`src/rtl/aal5_seg_pkg.sv`:
```
package aal5_seg_pkg;
  typedef enum logic [2:0] {
    ST_DESC,
    ST_FILL,
    ST_PAD,
    ST_TRL,
    ST_SEND
  } seg_state_t;

  localparam int HDR_WORD_BYTES = 4;
  localparam int HDR_TOTAL      = HDR_WORD_BYTES + 1;
  localparam logic [31:0] CRC32_POLY_REFL = 32'hEDB88320;
  localparam logic [7:0]  HEC_POLY        = 8'h07;
  localparam logic [7:0]  HEC_COSET       = 8'h55;
  localparam logic [31:0] PTI_NET_MASK    = 32'h0000_0008;
  localparam logic [31:0] PTI_EOP_MASK    = 32'h0000_0002;
endpackage

```
`src/rtl/aal5_crc32_step.sv`:
```
module aal5_crc32_step
  import aal5_seg_pkg::*;
(
  input  logic [31:0] crc_in,
  input  logic [7:0]  byte_in,
  output logic [31:0] crc_out
);
  always_comb begin
    logic [31:0] c;
    logic        fb;
    c = crc_in;
    for (int i = 0; i < 8; i++) begin
      fb = c[0] ^ byte_in[i];
      c  = (c >> 1) ^ (fb ? CRC32_POLY_REFL : 32'h0);
    end
    crc_out = c;
  end
endmodule

```
`src/rtl/atm_hec_calc.sv`:
```
module atm_hec_calc
  import aal5_seg_pkg::*;
(
  input  logic [31:0] hdr,
  output logic [7:0]  hec
);
  always_comb begin
    logic [7:0] c;
    logic       fb;
    c = 8'h00;
    for (int i = 31; i >= 0; i--) begin
      fb = c[7] ^ hdr[i];
      c  = {c[6:0], 1'b0} ^ (fb ? HEC_POLY : 8'h00);
    end
    hec = c ^ HEC_COSET;
  end
endmodule

```
`src/rtl/aal5_cell_store.sv`:
```
module aal5_cell_store #(
  parameter int DEPTH  = 48,
  localparam int ADDR_W = $clog2(DEPTH)
) (
  input  logic              clk,
  input  logic              wr_en,
  input  logic [ADDR_W-1:0] wr_addr,
  input  logic [7:0]        wr_data,
  input  logic [ADDR_W-1:0] rd_addr,
  output logic [7:0]        rd_data
);
  logic [7:0] mem [DEPTH];

  always_ff @(posedge clk) begin
    if (wr_en) mem[wr_addr] <= wr_data;
  end

  assign rd_data = (int'(rd_addr) < DEPTH) ? mem[rd_addr] : 8'h00;
endmodule

```
`src/rtl/aal5_seg_engine.sv`:
```
module aal5_seg_engine
  import aal5_seg_pkg::*;
#(
  parameter int PAY_BYTES = 48,
  parameter int TRL_BYTES = 8,
  parameter int LEN_W     = 16
) (
  input  logic             clk,
  input  logic             rst_n,
  input  logic             desc_valid,
  output logic             desc_ready,
  input  logic             desc_sop,
  input  logic             desc_eop,
  input  logic [LEN_W-1:0] desc_len,
  input  logic [31:0]      desc_hdr,
  input  logic [31:0]      desc_ctrl,
  input  logic             desc_aal5,
  input  logic             desc_pti_opt,
  input  logic             in_valid,
  output logic             in_ready,
  input  logic [7:0]       in_data,
  output logic             out_valid,
  input  logic             out_ready,
  output logic [7:0]       out_data,
  output logic             out_last
);
  localparam int CELL_BYTES = HDR_TOTAL + PAY_BYTES;
  localparam int POS_W      = $clog2(PAY_BYTES + 1);
  localparam int IDX_W      = $clog2(CELL_BYTES);
  localparam int ADDR_W     = $clog2(PAY_BYTES);
  localparam logic [POS_W-1:0] POS_FULL = POS_W'(PAY_BYTES);
  localparam logic [POS_W-1:0] POS_TRL  = POS_W'(PAY_BYTES - TRL_BYTES);
  localparam logic [POS_W-1:0] POS_CRC  = POS_W'(PAY_BYTES - 4);
  localparam logic [IDX_W-1:0] IDX_LAST = IDX_W'(CELL_BYTES - 1);
  localparam logic [IDX_W-1:0] IDX_HEC  = IDX_W'(HDR_WORD_BYTES);

  seg_state_t       st;
  logic [POS_W-1:0] pos;
  logic [IDX_W-1:0] idx;
  logic [LEN_W-1:0] rem;
  logic             eop_q, aal5_q, opt_q, fit_q, last_q, pti_q, pend_q;
  logic [31:0]      hdr_q, ctrl_q, crc_q, crc_nxt, shdr;
  logic [7:0]       hec, rd_data, wr_data, trl_byte;
  logic             take_ok, acc_byte, pad_wr, trl_wr, wr_en, crc_en;
  logic [POS_W-1:0] pad_tgt, trl_k;
  logic [ADDR_W-1:0] rd_addr;
  logic [1:0]       hsel;

  // Datapath controls
  assign take_ok  = (rem != '0) && (pos != POS_FULL);
  assign desc_ready = (st == ST_DESC);
  assign in_ready = (st == ST_FILL) && take_ok;
  assign acc_byte = in_ready && in_valid;
  assign pad_tgt  = fit_q ? POS_TRL : POS_FULL;
  assign pad_wr   = (st == ST_PAD) && (pos != pad_tgt);
  assign trl_wr   = (st == ST_TRL) && (pos != POS_FULL);
  assign wr_en    = acc_byte || pad_wr || trl_wr;
  assign crc_en   = wr_en && !(trl_wr && pos >= POS_CRC);

  // Trailer byte: control word then inverted CRC, MSB first
  assign trl_k    = pos - POS_TRL;
  assign trl_byte = (trl_k < POS_W'(4)) ? ctrl_q[{2'd3 - trl_k[1:0], 3'b000} +: 8]
                                        : ~crc_q[{2'd3 - trl_k[1:0], 3'b000} +: 8];
  assign wr_data  = acc_byte ? in_data : (pad_wr ? 8'h00 : trl_byte);

  aal5_crc32_step u_crc (.crc_in(crc_q), .byte_in(wr_data), .crc_out(crc_nxt));

  aal5_cell_store #(.DEPTH(PAY_BYTES)) u_store (
    .clk(clk), .wr_en(wr_en), .wr_addr(ADDR_W'(pos)), .wr_data(wr_data),
    .rd_addr(rd_addr), .rd_data(rd_data)
  );

  // Output framing
  assign shdr = pti_q ? ((hdr_q & ~PTI_NET_MASK) | PTI_EOP_MASK) : hdr_q;
  atm_hec_calc u_hec (.hdr(shdr), .hec(hec));
  assign rd_addr   = ADDR_W'(idx - IDX_W'(HDR_TOTAL));
  assign hsel      = 2'd3 - idx[1:0];
  assign out_valid = (st == ST_SEND);
  assign out_last  = out_valid && (idx == IDX_LAST);
  always_comb begin
    if (idx < IDX_HEC)       out_data = shdr[{hsel, 3'b000} +: 8];
    else if (idx == IDX_HEC) out_data = hec;
    else                     out_data = rd_data;
  end

  always_ff @(posedge clk or negedge rst_n) begin
    if (!rst_n) begin
      st <= ST_DESC; pos <= '0; idx <= '0; rem <= '0;
      eop_q <= 1'b0; aal5_q <= 1'b0; opt_q <= 1'b0; fit_q <= 1'b0;
      last_q <= 1'b0; pti_q <= 1'b0; pend_q <= 1'b0;
      hdr_q <= '0; ctrl_q <= '0; crc_q <= '1;
    end else begin
      if (wr_en)  pos   <= pos + POS_W'(1);
      if (crc_en) crc_q <= crc_nxt;
      unique case (st)
        ST_DESC: if (desc_valid) begin
          rem   <= desc_len;
          eop_q <= desc_eop;
          if (desc_sop) begin
            hdr_q <= desc_hdr; ctrl_q <= desc_ctrl; crc_q <= '1;
            aal5_q <= desc_aal5; opt_q <= desc_pti_opt;
          end
          st <= ST_FILL;
        end
        ST_FILL: begin
          if (acc_byte) begin
            rem <= rem - LEN_W'(1);
            ctrl_q[LEN_W-1:0] <= ctrl_q[LEN_W-1:0] + LEN_W'(1);
          end else if (!take_ok) begin
            if (pos == POS_FULL) begin
              last_q <= eop_q && (rem == '0) && !aal5_q;
              pti_q  <= eop_q && (rem == '0) && !aal5_q && opt_q;
              pend_q <= eop_q && (rem == '0) && aal5_q;
              st     <= ST_SEND;
            end else if (!eop_q) begin
              st <= ST_DESC;
            end else begin
              fit_q <= aal5_q && (pos <= POS_TRL);
              st    <= ST_PAD;
            end
          end
        end
        ST_PAD: if (pos == pad_tgt) begin
          if (fit_q) st <= ST_TRL;
          else begin
            last_q <= !aal5_q; pti_q <= !aal5_q && opt_q; pend_q <= aal5_q;
            st <= ST_SEND;
          end
        end
        ST_TRL: if (pos == POS_FULL) begin
          last_q <= 1'b1; pti_q <= 1'b1; pend_q <= 1'b0; st <= ST_SEND;
        end
        ST_SEND: if (out_ready) begin
          if (idx == IDX_LAST) begin
            idx <= '0; pos <= '0;
            if (pend_q)      begin fit_q <= 1'b1; pend_q <= 1'b0; st <= ST_PAD; end
            else if (last_q) st <= ST_DESC;
            else             st <= ST_FILL;
          end else idx <= idx + IDX_W'(1);
        end
        default: st <= ST_DESC;
      endcase
    end
  end

  AST_OUT_HOLD: assert property (@(posedge clk) disable iff (!rst_n)
    out_valid && !out_ready |=> out_valid && $stable(out_data));
  AST_SEND_FULL: assert property (@(posedge clk) disable iff (!rst_n)
    out_valid |-> pos == POS_FULL);
  AST_LEN_STEP: assert property (@(posedge clk) disable iff (!rst_n)
    in_valid && in_ready |=> ctrl_q[LEN_W-1:0] == $past(ctrl_q[LEN_W-1:0]) + LEN_W'(1));
  AST_CRC_PRESET: assert property (@(posedge clk) disable iff (!rst_n)
    desc_valid && desc_ready && desc_sop |=> crc_q == 32'hFFFF_FFFF);
  AST_TRL_PLACE: assert property (@(posedge clk) disable iff (!rst_n)
    st == ST_TRL |-> pos >= POS_TRL);
  AST_IN_BOUND: assert property (@(posedge clk) disable iff (!rst_n)
    in_ready |-> pos < POS_FULL && !out_valid);
endmodule

```
`config.mk`:
```
export PLATFORM = sky130hd
export DESIGN_NAME = aal5_seg_engine
export DESIGN_NICKNAME = d
export VERILOG_FILES = /design/src/rtl/aal5_seg_pkg.sv /design/src/rtl/aal5_crc32_step.sv /design/src/rtl/atm_hec_calc.sv /design/src/rtl/aal5_cell_store.sv /design/src/rtl/aal5_seg_engine.sv
export SDC_FILE = /design/constraint.sdc
export NUM_CORES = 1
export LEC_CHECK = 0
export ABC_AREA = 1
export BUFFER_PORTS_ARGS = -buffer_cell sky130_fd_sc_hd__buf_2
export CAP_MARGIN = 20
export CORE_ASPECT_RATIO = 1.5
export CORE_MARGIN = 4
export CORE_UTILIZATION = 45
export DETAILED_ROUTE_END_ITERATION = 12
export MAX_ROUTING_LAYER = met4
export SYNTH_ARGS = -nofsm -noshare
export SYNTH_HDL_FRONTEND = slang
export SYNTH_SLANG_ARGS = --single-unit
```
`constraint.sdc`:
```
create_clock -name clk -period 10.7 [get_ports clk]
set_input_delay 2.14 -clock clk [delete_from_list [all_inputs] [get_ports clk]]
set_output_delay 2.14 -clock clk [all_outputs]
set_load 0.01 [all_outputs]
```
==> results.cfg <==
[clock_tree]
clockBufferDepth = 3
root_buffer = clkbuf_16
cts_hold_buf = 0
numCtsBuffers = 51
numClockSinks = 518
clk_pin_slew_ps = 70
cts_setup_buffers = 0
insertion_delay_ps = 590
htreeDepth = 2
ctsResizeCount = 0
cts_tree = yes

[logic_synthesis]
synth_top_area_share_pct = 46.3
ys_types = 54
ys_top_cells_by_count = 704 x nand2_1, 384 x edfxtp_1, 261 x a21oi_1
ys_seq_area_share_pct = 59.9
async_reset_ff_share_pct = 25.9
synth_cells = 2608
ys_seq_elements = 518
yosysTopAreaCell = edfxtp_1
synth_edf_count = 384
synth_area_mm2 = 0.0249
ys_warn_count = 0
synth-main-ff-cell = edfxtp_1
ys_top_cells_by_area = edfxtp_1 46%, nand2_1 11%, dfrtp_1 10%, a21oi_1 5.2%, o21ai_0 4.0%
yosysMostFrequentCell = nand2_1
synthesis.nets = 2714
synth.avg_cell_area_um2 = 9.55

[floorplanning]
io_pins = 109
placementRows = 105
dieHeight_um = 296
coreArea_mm2 = 0.0548
die_w_um = 200
start_util_pct = 45.5
die-area_mm2 = 0.0593

[detailed_routing]
num_vias = 19400
antenna_left = 0
wl_um = 71200
drtPass1Iterations = 8
wl_per_cell_um = 20.9
via_per_inst = 5.70
drc = 0
drt_iter0_drc = 1494

[timing]
fin_skew_ps = 28.4
finalHoldViolCount = 0
relSlewSlack_pct = 25.2
drv_slew = 0
tns_ps = 0
period_needed_ps = 8450
setup_violations = 0
fin_ws_ps = 2250
worstMarginPinSlew_ps = 1120
max_freq_ghz = 0.118
finalCritPeriodShare_pct = 79.0
rsz0062_at_grt = false

[worst_hold_path]
hp-class = register to register

[place]
placed_area_mm2 = 0.0260
hpwl_um = 47000
pre_cts_ws_ps = 2860
place.gp.congestion = 0.874
numPortBuffers = 108

[layout]
final_util_pct = 50.5
n_antenna_cell = 0
n_fill_cell = 4970
nNetsFinal = 2770
drive_gt1_share_pct = 11.5
stdcell_area_mm2 = 0.0277
area_growth_pct = 11.1

[setup_path]
cp_data_arrival_time_ps = 6310
start_kind = register
cp-end-kind = output pin
worstSetupPathType = register to output pin
required_ps = 8560
path_max_fanout = 124

[run_status]
outcome = finished clean

[global_routing]
overflow = 0
grt_pass1_wl_um = 109000
grt_pass1_vias = 19000
antenna_found_initial = 0
grt_max_degree = 125
grt_usage_pct = 24.0

[run]
maxCapViolCount = 0
==> layout make-up <==
type / instances / area [µm²] / area share, %
repair buffers: 133 / 777 / 2.81
multi-input cells: 1763 / 8780 / 31.7
inverters: 197 / 747 / 2.70
clock buffers: 60 / 1310 / 4.73
flip-flops and latches: 518 / 14900 / 53.9
well taps: 695 / 870 / 3.14
clock inverters: 34 / 275 / 0.994
==> sequential cells by signal, indices dropped and copies added (netlist names), 3 cells and up <==
| name | count |
|---|---|
| crc_q | 32 |
| ctrl_q | 32 |
| hdr_q | 32 |
| idx | 6 |
| pos | 6 |
| rem | 16 |
| st | 3 |
| u_store.mem | 384 |
==> cells in the final DEF (no fill, tap or decap), drive strengths merged, types with 14 or more instances in the layout <==
cell type,count
nand3,133
clkbuf,61
dfrtp,102
xnor2,15
nand2,720
buf,132
clkinv,32
xor2,39
nor2,149
inv,194
a32o,28
edfxtp,384
o21ai,213
a221oi,14
a21oi,261
dfstp,32
a22oi,38
o311ai,14
o211ai,24
nor3,33
==> through the flow <==
step / cells / hold slack [ps]
2_1_floorplan: 2608 / 442
6_report: 3400 / 473
4_1_cts: 3396 / 476
3_5_place_dp: 3302 / 460
5_1_grt: 3400 / 507
3_3_place_gp: 3301 / 456
==> final timing paths <==
check / end / slack [ps] / depth (start not counted) / startpoint
worst max-delay path: out_data[5] / 2250 / 13 / idx[0]
worst min-delay path: ctrl_q[25] / 470 / 2 / ctrl_q[25]
worst max register to register: crc_q[21] / 5420 / 23 / pos[1]
worst min register to register: ctrl_q[25] / 470 / 2 / ctrl_q[25]
max in group asynchronous: rem[4] / 7750 / 2 / rst_n
min in group asynchronous: hdr_q[15] / 1580 / 1 / rst_n
==> kinds of logic after synthesis <==
group           count (synthesis)  share of synthesized area [%]
buf+inv                       327                           5.02
mux                             1                         0.0452
flops                         518                           59.9
compound gates                641                           15.0
simple gates                 1058                           17.6
xor+xnor                       54                           2.00
fa+ha+maj                       9                          0.452
==> metal layers <==
layer | vias up | part of all wire [%] | GRT usage (%)
li1 | 9211 | - | -
met4 | 0 | 4.4 | 9.51
met5 | - | 0 | -
met1 | 9385 | 39 | 28.4
met2 | 646 | 51 | 42.8
met3 | 146 | 4.9 | 2.33
==> worst max-delay path, stage by stage, from the launching register on <==
cell and delay [ps]:
dfrtp_4 990, inv_6 510, ha_2 510, buf_4 730
clkinv_2 370, buf_4 470, a21oi_1 240, a32o_1 140
o21ai_0 70, a21oi_1 300, nor3_1 90, o311ai_0 850
nand3_1 140, buf_2 190
Power is not shown: default switching activity piles up to over one toggle a cycle in this logic, so the estimate is an artifact.
